<file path="config.mk">
export PLATFORM = sky130hd
export DESIGN_NAME = progmem_guard
export DESIGN_NICKNAME = d
export VERILOG_FILES = /design/src/rtl/pmg_pkg.sv /design/src/rtl/pmg_access_check.sv /design/src/rtl/pmg_fuse_ctrl.sv /design/src/rtl/pmg_req_pipe.sv /design/src/rtl/progmem_guard.sv
export SDC_FILE = /design/constraint.sdc
export NUM_CORES = 1
export LEC_CHECK = 0
export BUFFER_PORTS_ARGS = -buffer_cell sky130_fd_sc_hd__buf_4
export CORE_ASPECT_RATIO = 0.75
export CORE_MARGIN = 4
export CORE_UTILIZATION = 35
export DETAILED_ROUTE_END_ITERATION = 10
export PLACE_DENSITY = 0.76
export SLEW_MARGIN = 20
export SYNTH_ARGS = -nofsm -noshare
export SYNTH_HDL_FRONTEND = slang
export SYNTH_SLANG_ARGS = --single-unit
</file>
<file path="constraint.sdc">
create_clock -name clk -period 1.4 [get_ports clk]
set_clock_uncertainty 0.1 [all_clocks]
set_input_delay 0.28 -clock clk [delete_from_list [all_inputs] [get_ports clk]]
set_output_delay 0.28 -clock clk [all_outputs]
set_load 0.01 [all_outputs]
</file>
<file path="src/rtl/pmg_pkg.sv">
package pmg_pkg;
    typedef enum logic [1:0] {
        SRC_EXT    = 2'b00,
        SRC_TABLE  = 2'b01,
        SRC_WINDOW = 2'b10,
        SRC_SELF   = 2'b11
    } src_e;

    typedef enum logic [1:0] {
        OP_FUSE_WR    = 2'b00,
        OP_ERASE_ALL  = 2'b01,
        OP_ERASE_USER = 2'b10,
        OP_RSVD       = 2'b11
    } cmd_e;

    localparam logic [1:0] FUSE_OPEN = 2'b11;
endpackage

</file>
<file path="src/rtl/pmg_access_check.sv">
module pmg_access_check
    import pmg_pkg::*;
#(
    parameter int ADDR_W = 24,
    parameter logic [ADDR_W-1:0] VEC_LAST = 'h0000FE,
    parameter logic [ADDR_W-1:0] MEM_LAST = 'h003FFF
) (
    input  src_e              src,
    input  logic              is_write,
    input  logic [ADDR_W-1:0] addr,
    input  logic [1:0]        fuse,
    input  logic              user_blank,
    output logic              allow
);
    logic cp_on;
    logic wp_on;
    logic in_vec;
    logic in_mem;

    always_comb begin
        cp_on  = ~fuse[1];
        wp_on  = ~fuse[0];
        in_vec = (addr <= VEC_LAST);
        in_mem = (addr <= MEM_LAST);
        if (!in_mem) begin
            allow = 1'b0;
        end else if (!is_write) begin
            allow = !(src == SRC_EXT && cp_on && !in_vec);
        end else begin
            allow = !wp_on && !(cp_on && !in_vec && !user_blank);
        end
    end
endmodule

</file>
<file path="src/rtl/pmg_fuse_ctrl.sv">
module pmg_fuse_ctrl
    import pmg_pkg::*;
#(
    parameter int ADDR_W = 24,
    parameter logic [ADDR_W-1:0] VEC_LAST = 'h0000FE,
    parameter logic [ADDR_W-1:0] MEM_LAST = 'h003FFF
) (
    input  logic              clk,
    input  logic              rst_n,
    input  logic              cmd_valid,
    input  cmd_e              cmd_op,
    input  logic [1:0]        cmd_fuse,
    input  logic              supply_ok,
    output logic [1:0]        fuse_q,
    output logic              user_blank,
    output logic              cmd_done,
    output logic              cmd_err,
    output logic              ers_stb,
    output logic [ADDR_W-1:0] ers_lo,
    output logic [ADDR_W-1:0] ers_hi
);
    localparam logic [ADDR_W-1:0] USER_FIRST = VEC_LAST + ADDR_W'(1);

    typedef struct packed {
        logic [1:0]        fuse;
        logic              blank;
        logic              done;
        logic              err;
        logic              ers;
        logic [ADDR_W-1:0] lo;
        logic [ADDR_W-1:0] hi;
    } fstate_t;

    fstate_t s_d, s_q;

    always_comb begin
        s_d       = s_q;
        s_d.done  = 1'b0;
        s_d.err   = 1'b0;
        s_d.ers   = 1'b0;
        s_d.lo    = '0;
        s_d.hi    = '0;
        if (cmd_valid) begin
            unique case (cmd_op)
                OP_FUSE_WR: begin
                    if (s_q.fuse == FUSE_OPEN) begin
                        s_d.fuse  = cmd_fuse;
                        s_d.blank = 1'b0;
                        s_d.done  = 1'b1;
                    end else begin
                        s_d.err   = 1'b1;
                    end
                end
                OP_ERASE_ALL: begin
                    if (s_q.fuse == FUSE_OPEN || supply_ok) begin
                        s_d.fuse  = FUSE_OPEN;
                        s_d.blank = 1'b1;
                        s_d.ers   = 1'b1;
                        s_d.lo    = '0;
                        s_d.hi    = MEM_LAST;
                        s_d.done  = 1'b1;
                    end else begin
                        s_d.err   = 1'b1;
                    end
                end
                OP_ERASE_USER: begin
                    s_d.blank = 1'b1;
                    s_d.ers   = 1'b1;
                    s_d.lo    = USER_FIRST;
                    s_d.hi    = MEM_LAST;
                    s_d.done  = 1'b1;
                end
                default: begin
                    s_d.err   = 1'b1;
                end
            endcase
        end
    end

    always_ff @(posedge clk or negedge rst_n) begin
        if (!rst_n) begin
            s_q.fuse  <= FUSE_OPEN;
            s_q.blank <= 1'b0;
            s_q.done  <= 1'b0;
            s_q.err   <= 1'b0;
            s_q.ers   <= 1'b0;
            s_q.lo    <= '0;
            s_q.hi    <= '0;
        end else begin
            s_q <= s_d;
        end
    end

    assign fuse_q     = s_q.fuse;
    assign user_blank = s_q.blank;
    assign cmd_done   = s_q.done;
    assign cmd_err    = s_q.err;
    assign ers_stb    = s_q.ers;
    assign ers_lo     = s_q.lo;
    assign ers_hi     = s_q.hi;

    // a programmed pair stays put unless a qualified chip erase arrives
    assert_pair_locked_R7: assert property (@(posedge clk) disable iff (!rst_n)
        (fuse_q != FUSE_OPEN && !(cmd_valid && cmd_op == OP_ERASE_ALL && supply_ok))
        |=> $stable(fuse_q));

    // protected part with low supply rejects the chip erase
    assert_low_supply_R8: assert property (@(posedge clk) disable iff (!rst_n)
        (cmd_valid && cmd_op == OP_ERASE_ALL && fuse_q != FUSE_OPEN && !supply_ok)
        |=> (cmd_err && !ers_stb && fuse_q != FUSE_OPEN));

    // an accepted chip erase opens the fuses and wipes from address zero
    assert_erase_opens_R8: assert property (@(posedge clk) disable iff (!rst_n)
        (cmd_valid && cmd_op == OP_ERASE_ALL && supply_ok)
        |=> (fuse_q == FUSE_OPEN && ers_stb && ers_lo == '0 && ers_hi == MEM_LAST));

    // user erase never touches the vector table
    assert_user_erase_R9: assert property (@(posedge clk) disable iff (!rst_n)
        (cmd_valid && cmd_op == OP_ERASE_USER) |=> (ers_stb && ers_lo > VEC_LAST && cmd_done));
endmodule

</file>
<file path="src/rtl/pmg_req_pipe.sv">
module pmg_req_pipe #(
    parameter int ADDR_W = 24,
    parameter int DATA_W = 24
) (
    input  logic              clk,
    input  logic              rst_n,
    input  logic              req_valid,
    input  logic              req_write,
    input  logic [ADDR_W-1:0] req_addr,
    input  logic [DATA_W-1:0] req_wdata,
    input  logic              allow,
    output logic              rsp_valid,
    output logic              rsp_grant,
    output logic              rsp_err,
    output logic              mem_rd_stb,
    output logic              mem_wr_stb,
    output logic [ADDR_W-1:0] mem_addr,
    output logic [DATA_W-1:0] mem_wdata
);
    typedef struct packed {
        logic              vld;
        logic              gnt;
        logic              err;
        logic              rd;
        logic              wr;
        logic [ADDR_W-1:0] addr;
        logic [DATA_W-1:0] wdata;
    } pstate_t;

    pstate_t p_d, p_q;

    always_comb begin
        p_d       = '0;
        p_d.vld   = req_valid;
        p_d.gnt   = req_valid && allow;
        p_d.err   = req_valid && !allow;
        p_d.rd    = p_d.gnt && !req_write;
        p_d.wr    = p_d.gnt && req_write;
        if (p_d.gnt) begin
            p_d.addr = req_addr;
        end
        if (p_d.wr) begin
            p_d.wdata = req_wdata;
        end
    end

    always_ff @(posedge clk or negedge rst_n) begin
        if (!rst_n) begin
            p_q <= '0;
        end else begin
            p_q <= p_d;
        end
    end

    assign rsp_valid  = p_q.vld;
    assign rsp_grant  = p_q.gnt;
    assign rsp_err    = p_q.err;
    assign mem_rd_stb = p_q.rd;
    assign mem_wr_stb = p_q.wr;
    assign mem_addr   = p_q.addr;
    assign mem_wdata  = p_q.wdata;

    // exactly one response per request, one cycle later
    assert_resp_timing_R12: assert property (@(posedge clk) disable iff (!rst_n)
        req_valid |=> rsp_valid);
    assert_no_spurious_R12: assert property (@(posedge clk) disable iff (!rst_n)
        !req_valid |=> !rsp_valid);

    // strobes only for granted requests, never both at once
    assert_strobe_grant_R10: assert property (@(posedge clk) disable iff (!rst_n)
        (mem_rd_stb || mem_wr_stb) |-> (rsp_valid && rsp_grant && !rsp_err));
    assert_one_strobe_R10: assert property (@(posedge clk) disable iff (!rst_n)
        $onehot0({mem_rd_stb, mem_wr_stb}));
endmodule

</file>
<file path="src/rtl/progmem_guard.sv">
module progmem_guard
    import pmg_pkg::*;
#(
    parameter int ADDR_W = 24,
    parameter int DATA_W = 24,
    parameter logic [ADDR_W-1:0] VEC_LAST = 'h0000FE,
    parameter logic [ADDR_W-1:0] MEM_LAST = 'h003FFF
) (
    input  logic              clk,
    input  logic              rst_n,
    input  logic              req_valid,
    input  logic [1:0]        req_src,
    input  logic              req_write,
    input  logic [ADDR_W-1:0] req_addr,
    input  logic [DATA_W-1:0] req_wdata,
    output logic              rsp_valid,
    output logic              rsp_grant,
    output logic              rsp_err,
    output logic [DATA_W-1:0] rsp_rdata,
    output logic              mem_rd_stb,
    output logic              mem_wr_stb,
    output logic [ADDR_W-1:0] mem_addr,
    output logic [DATA_W-1:0] mem_wdata,
    input  logic [DATA_W-1:0] mem_rdata,
    input  logic              cmd_valid,
    input  logic [1:0]        cmd_op,
    input  logic [1:0]        cmd_fuse,
    input  logic              supply_ok,
    output logic              cmd_done,
    output logic              cmd_err,
    output logic              ers_stb,
    output logic [ADDR_W-1:0] ers_lo,
    output logic [ADDR_W-1:0] ers_hi,
    output logic [1:0]        fuse_state
);
    logic       user_blank;
    logic       allow;
    logic [1:0] fuse_q;

    pmg_fuse_ctrl #(
        .ADDR_W  (ADDR_W),
        .VEC_LAST(VEC_LAST),
        .MEM_LAST(MEM_LAST)
    ) u_fuse (
        .clk       (clk),
        .rst_n     (rst_n),
        .cmd_valid (cmd_valid),
        .cmd_op    (cmd_e'(cmd_op)),
        .cmd_fuse  (cmd_fuse),
        .supply_ok (supply_ok),
        .fuse_q    (fuse_q),
        .user_blank(user_blank),
        .cmd_done  (cmd_done),
        .cmd_err   (cmd_err),
        .ers_stb   (ers_stb),
        .ers_lo    (ers_lo),
        .ers_hi    (ers_hi)
    );

    pmg_access_check #(
        .ADDR_W  (ADDR_W),
        .VEC_LAST(VEC_LAST),
        .MEM_LAST(MEM_LAST)
    ) u_check (
        .src       (src_e'(req_src)),
        .is_write  (req_write),
        .addr      (req_addr),
        .fuse      (fuse_q),
        .user_blank(user_blank),
        .allow     (allow)
    );

    pmg_req_pipe #(
        .ADDR_W(ADDR_W),
        .DATA_W(DATA_W)
    ) u_pipe (
        .clk       (clk),
        .rst_n     (rst_n),
        .req_valid (req_valid),
        .req_write (req_write),
        .req_addr  (req_addr),
        .req_wdata (req_wdata),
        .allow     (allow),
        .rsp_valid (rsp_valid),
        .rsp_grant (rsp_grant),
        .rsp_err   (rsp_err),
        .mem_rd_stb(mem_rd_stb),
        .mem_wr_stb(mem_wr_stb),
        .mem_addr  (mem_addr),
        .mem_wdata (mem_wdata)
    );

    assign fuse_state = fuse_q;
    assign rsp_rdata  = mem_rd_stb ? mem_rdata : '0;

    // external reads past the vector table are blocked under code-protect
    assert_ext_read_block_R3: assert property (@(posedge clk) disable iff (!rst_n)
        (req_valid && !req_write && req_src == 2'b00 && !fuse_state[1] && req_addr > VEC_LAST)
        |=> (rsp_valid && !rsp_grant));

    // vector table reads are always open
    assert_vector_open_R3: assert property (@(posedge clk) disable iff (!rst_n)
        (req_valid && !req_write && req_addr <= VEC_LAST) |=> rsp_grant);

    // internal read paths ignore code-protect
    assert_internal_read_R4: assert property (@(posedge clk) disable iff (!rst_n)
        (req_valid && !req_write && (req_src == 2'b01 || req_src == 2'b10) && req_addr <= MEM_LAST)
        |=> rsp_grant);

    // write-protect blocks every write
    assert_write_lock_R5: assert property (@(posedge clk) disable iff (!rst_n)
        (req_valid && req_write && !fuse_state[0]) |=> (rsp_err && !mem_wr_stb));

    // denied responses carry zero data
    assert_deny_zero_R10: assert property (@(posedge clk) disable iff (!rst_n)
        (rsp_valid && !rsp_grant) |-> (rsp_err && rsp_rdata == '0));

    // out-of-range addresses are refused
    assert_range_R11: assert property (@(posedge clk) disable iff (!rst_n)
        (req_valid && req_addr > MEM_LAST) |=> rsp_err);
endmodule

</file>
# After elaboration in Yosys (flattened, before gate mapping)
# Index checks and enable logic that the tools add are counted.
[classes]
order_cmp = 2
n_mux = 15
reduce_logical = 22
bitwise_logic = 1
eq_ne = 5
[op_table]
columns = ["cell", "count"]
rows = [
  ["$pmux 49 s2", 1],
  ["$mux 24", 3],
  ["$mux 51", 1],
  ["$mux 49", 1],
  ["$le 24x14->1 const B", 1],
  ["$le 24x8->1 const B", 1],
  ["$logic_and 1x1->1", 9],
  ["$mux 4", 2],
  ["$reduce_and 4->1", 2],
  ["$logic_not 1->1", 6],
  ["$pmux 2 s3", 1],
  ["$eq 2x2->1 const B", 2],
  ["$logic_not 2->1", 2],
  ["$mux 1", 4],
  ["$ne 2x1->1 const B", 2],
  ["$pmux 2 s2", 1],
  ["$pmux 1 s3", 1],
  ["$reduce_bool 3->1", 1],
  ["$eq 2x1->1 const B", 1],
  ["$reduce_bool 2->1", 1],
  ["$logic_or 1x1->1", 1],
  ["$not 1->1", 1],
]
[word_totals]
output_inout_bits = 130
inputBits = 84
wordCells = 59
regBits = 107

# Depth between registers and ports, before layout
[logic_depth]
ltp_word = 11
depth_mapped = 6

# Cells and area by module
# From an unflattened synthesis, not the netlist that was laid out.
[unflattened]
cells_unflattened = 245
hier_area_um2 = 2817.7
[modules_own_cells]
columns = ["mod", "n_inst", "area_per_inst_um2", "cells_per_inst"]
rows = [
  ["pmg_req_pipe", 1, 1779.2, 117],
  ["pmg_fuse_ctrl", 1, 760.7, 88],
  ["progmem_guard", 1, 195.2, 26],
  ["pmg_access_check", 1, 82.6, 14],
]

# Worst setup path after synthesis
# Ideal clock, no wire load.
[synth_timing]
kind = "input -> register"
from = "input req_write"
to = "register u_pipe.p_q (netlist bit u_pipe.mem_addr[0])"
t_required_ns = 1.180
path_slack_ns = -0.061
arrival_time_ns = 1.241
stages = 5
cell_sequence = "or3_1 > a21oi_2 > a21oi_4 > buf_6 > and3_1"
[synth_lines]
columns = ["item", "line_no", "source"]
rows = [
  ["from (decl)", "progmem_guard.sv:13", "input logic req_write,"],
  ["to (signal assigned)", "pmg_req_pipe.sv:51", "p_q <= p_d;"],
  ["to (decl)", "pmg_req_pipe.sv:30", "pstate_t p_d, p_q;"],
]

==> impl_metrics.py <==
metrics = {
    "worst_setup_path": {
        "cp_num_buf_inv": 2,
        "timing.critical_path.to": "u_pipe.mem_addr[6]",
        "cp.depth": 6,
        "critPathRequiredTime_ns": 1.51,
        "cp-start-kind": "register",
        "slowest_delay_ns": 0.40,
        "reg2reg_from": "u_fuse.user_blank",
        "critPathMaxFanout": 8,
        "startpoint": "u_fuse.user_blank",
        "r2r_end": "u_pipe.mem_addr[6]",
        "crit_family": "flip-flops",
        "crit_path_end_kind": "register",
        "rr_worst_depth": 6,
        "worstPathArrival_ns": 1.67,
        "r2r_slack_ns": -0.16,
        "slowest_stage": "dfrtp_1",
        "worstPathCellList": "or2b_1 -> a21oi_2 -> a21oi_4 -> buf_8 -> buf_6 -> and3_1",
        "setup.worst_path.class": "reg -> reg",
    },
    "die": {
        "start_util_pct": 36.1,
        "dieWidth_um": 108,
        "die-area_mm2": 0.00903,
        "die_h_um": 83.3,
        "design.core.area_mm2": 0.00733,
        "rows": 27,
        "io_pins": 214,
    },
    "sta": {
        "setup_ws_ns": -0.158,
        "finalSetupTns_ns": -8.98,
        "slew_violations": 0,
        "post-route-min-period_ns": 1.56,
        "rsz0062_at_grt": "yes",
        "slew_headroom_pct": 66.0,
        "setup_violations": 71,
        "hold_viol_final": 0,
        "worst_pin_slew_ns": 0.510,
        "holdWs_ns": 0.0911,
        "post-route-period-util_pct": 111,
        "max_freq_ghz": 0.642,
    },
    "detailed_routing": {
        "dr.pass1.iters": 4,
        "routedWlPerCell_um": 16.4,
        "drc": 0,
        "ant_nets": 0,
        "vias": 2325,
        "initialDrtViolationCount": 57,
        "vias_per_cell": 4.27,
        "drt-total-wl_um": 8950,
    },
    "grt": {
        "grt.total_usage_pct": 19.5,
        "grt_first_pass_wirelength_um": 13300,
        "grt_max_degree": 31,
        "grt_pass1_vias": 2482,
        "antenna_found_initial": 0,
        "grt.overflow.total": 0,
    },
    "yosys": {
        "yosysSeqAreaShare_pct": 56.9,
        "ys_types": 32,
        "synth_cells": 229,
        "yosysWarnings": 0,
        "synthSimpleGateAreaFrac_pct": 20.0,
        "synth_top_family_by_area": "simple AND/OR/NAND/NOR gates",
        "synth_mux_area_share_pct": 0.851,
        "yosys.area_share.adder_pct": 1.89,
        "synth_xor_area_share_pct": 0,
        "syn-cell-area_mm2": 0.00265,
        "synth-compound-area-share_pct": 3.78,
        "avgSynthCellArea_um2": 11.6,
        "ys_ff_latch": 60,
    },
    "clock_network": {
        "cts-root-buf": "clkbuf_8",
        "h-tree-depth": 3,
        "cts_buffers": 9,
        "cts_buffer_depth": 2,
        "insertion_delay_ns": 0.33,
        "cts_tree": "built",
        "cts.sinks": 60,
        "cts.clk_slew.worst_paths_ns": 0.07,
    },
    "job": {
        "max-cap-violations": 0,
    },
    "pwr": {
        "leakagePower_nw": 2.60,
        "powerDensity_mw_per_mm2": 770,
        "comb_power_share_pct": 15.3,
        "p_seq_share_pct": 48.3,
        "p_clk_share_pct": 36.4,
        "internal-power_mw": 2.77,
        "power_switching_mw": 0.934,
        "p_total_mw": 3.71,
        "ir_drop_mv": 0.701,
        "switching_share_pct": 25.2,
    },
    "place": {
        "dp_hpwl_um": 6560,
        "io_buffer_count": 187,
        "dp.cells": 512,
        "gp_congestion": 0.831,
    },
    "cells_and_area": {
        "antenna_cells": 0,
        "drive_above_1_share_pct": 68.5,
        "final_common_cell": "buf_4",
        "nets": 527,
        "multi_input_comb_area_mm2": 0.00110,
        "final_cell_mix": "160 x buf_4, 56 x buf_6, 56 x dfrtp_1",
        "stdcell_count": 545,
        "seq_area_mm2": 0.00151,
        "syn2layout_area_growth_pct": 82.0,
        "nFillCells": 579,
    },
    "run_status": {
        "violations": "setup timing",
        "status": "finished with violations",
    },
    "worst_hold_path": {
        "hold_path_class": "in -> reg",
    },
}
-- synth_stat cells --
master / number / area, um2
a21boi_0: 2 / 15.0
a21oi_1: 2 / 10.0
a21oi_2: 1 / 8.76
a21oi_4: 1 / 16.3
a22oi_1: 1 / 7.51
a31oi_1: 1 / 6.26
and2_1: 27 / 169
and2_2: 1 / 7.51
and2b_1: 1 / 7.51
and3_1: 38 / 238
and3_2: 1 / 7.51
buf_4: 47 / 353
buf_6: 4 / 45.0
clkbuf_1: 5 / 18.8
conb_1: 1 / 3.75
dfrtp_1: 58 / 1450
dfstp_2: 2 / 52.6
ha_1: 4 / 50.1
inv_1: 5 / 18.8
mux2_2: 2 / 22.5
nand2_1: 3 / 11.3
nand3_1: 1 / 5.00
nand4_1: 2 / 12.5
nor2_1: 7 / 26.3
nor2b_1: 2 / 12.5
nor4_1: 3 / 18.8
o2111ai_1: 1 / 8.76
o211a_1: 1 / 10.0
o211ai_1: 1 / 7.51
o21ai_0: 2 / 10.0
or2b_1: 1 / 7.51
or3_1: 1 / 6.26
-- logic make-up after synthesis --
group                      Yosys count
and+or+nand+nor                     88
adders and majority gates            4
DFF                                 60
other                                1
muxes                                2
AOI/OAI and AO/OA                   13
buffers and inverters               61
-- state kept, by name, indices dropped and copies added, names as in the netlist --
register           cells
u_pipe.mem_rd_stb      1
u_pipe.mem_wdata      24
u_pipe.mem_addr       24
u_pipe.rsp_err         1
u_fuse.cmd_done        1
u_pipe.rsp_valid       1
u_pipe.mem_wr_stb      1
u_pipe.rsp_grant       1
u_fuse.user_blank      1
u_fuse.ers_hi          1
u_fuse.fuse_q          2
u_fuse.ers_lo          1
u_fuse.cmd_err         1
-- how the worst min path moves through the flow --
stage	cells after the start	end	from	slack, ns
6_report	1	u_pipe.rsp_valid	req_valid	0.09
5_1_grt	1	u_pipe.rsp_valid	req_valid	0.07
4_1_cts	2	u_pipe.mem_wdata[11]	req_wdata[11]	0.06
3_5_place_dp	1	u_pipe.mem_wdata[17]	rst_n	0.08
3_3_place_gp	1	u_pipe.mem_wdata[15]	rst_n	0.07
2_1_floorplan	0	u_fuse.cmd_done	rst_n	-0.12
-- power groups by stage --
stage	combinational (mW)	clock [mW]	sequential, mW
after global placement	0.481	0	1.82
after floorplan	0.201	0	1.84
after CTS	0.556	1.39	1.79
after global routing	0.616	1.48	1.79
final	0.569	1.35	1.79
after detailed placement	0.489	0	1.83
-- worst reg2reg max path: stages, from the launching register on --
cell	delay, ns
dfrtp_1	0.40
or2b_1	0.24
a21oi_2	0.19
a21oi_4	0.09
buf_8	0.16
buf_6	0.13
and3_1	0.15
-- metrics by stage --
step / area (um2) / util, % / setup slack, ns
after floorplan: 2780 / - / -0.0163
after global placement: 4030 / 54.9 / -0.313
after detailed placement: 4030 / 54.9 / -0.345
after CTS: 4730 / 64.5 / -0.174
after global routing: 4810 / 65.7 / -0.207
final: 4810 / 65.7 / -0.158
-- per-layer routing --
layer | global-route usage, % | routed length, um | vias to the layer above
li1 | - | - | 1096
met3 | 6.92 | 795 | 12
met1 | 21.5 | 3280 | 1101
met2 | 35.5 | 4770 | 116
met5 | 0 | 0 | -
met4 | 5.05 | 107 | 0
-- cell type report --
class | instances | area share (%)
timing repair buffer | 220 | 39.4
sequential | 60 | 31.3
multi-input combinational | 143 | 22.8
clock buffer | 12 | 3.01
tap | 101 | 2.62
clock inverter | 4 | 0.520
inverter | 5 | 0.390
-- timing repair --
action	CTS	global route
hold buffers	1	0
gates cloned	6	0
endpoints found under the hold margin	23	0
pin swaps	4	1
gates resized for setup	107	25
endpoints found under the setup margin	85	86
setup buffers	10	0
(Power assumes the default switching activity.)
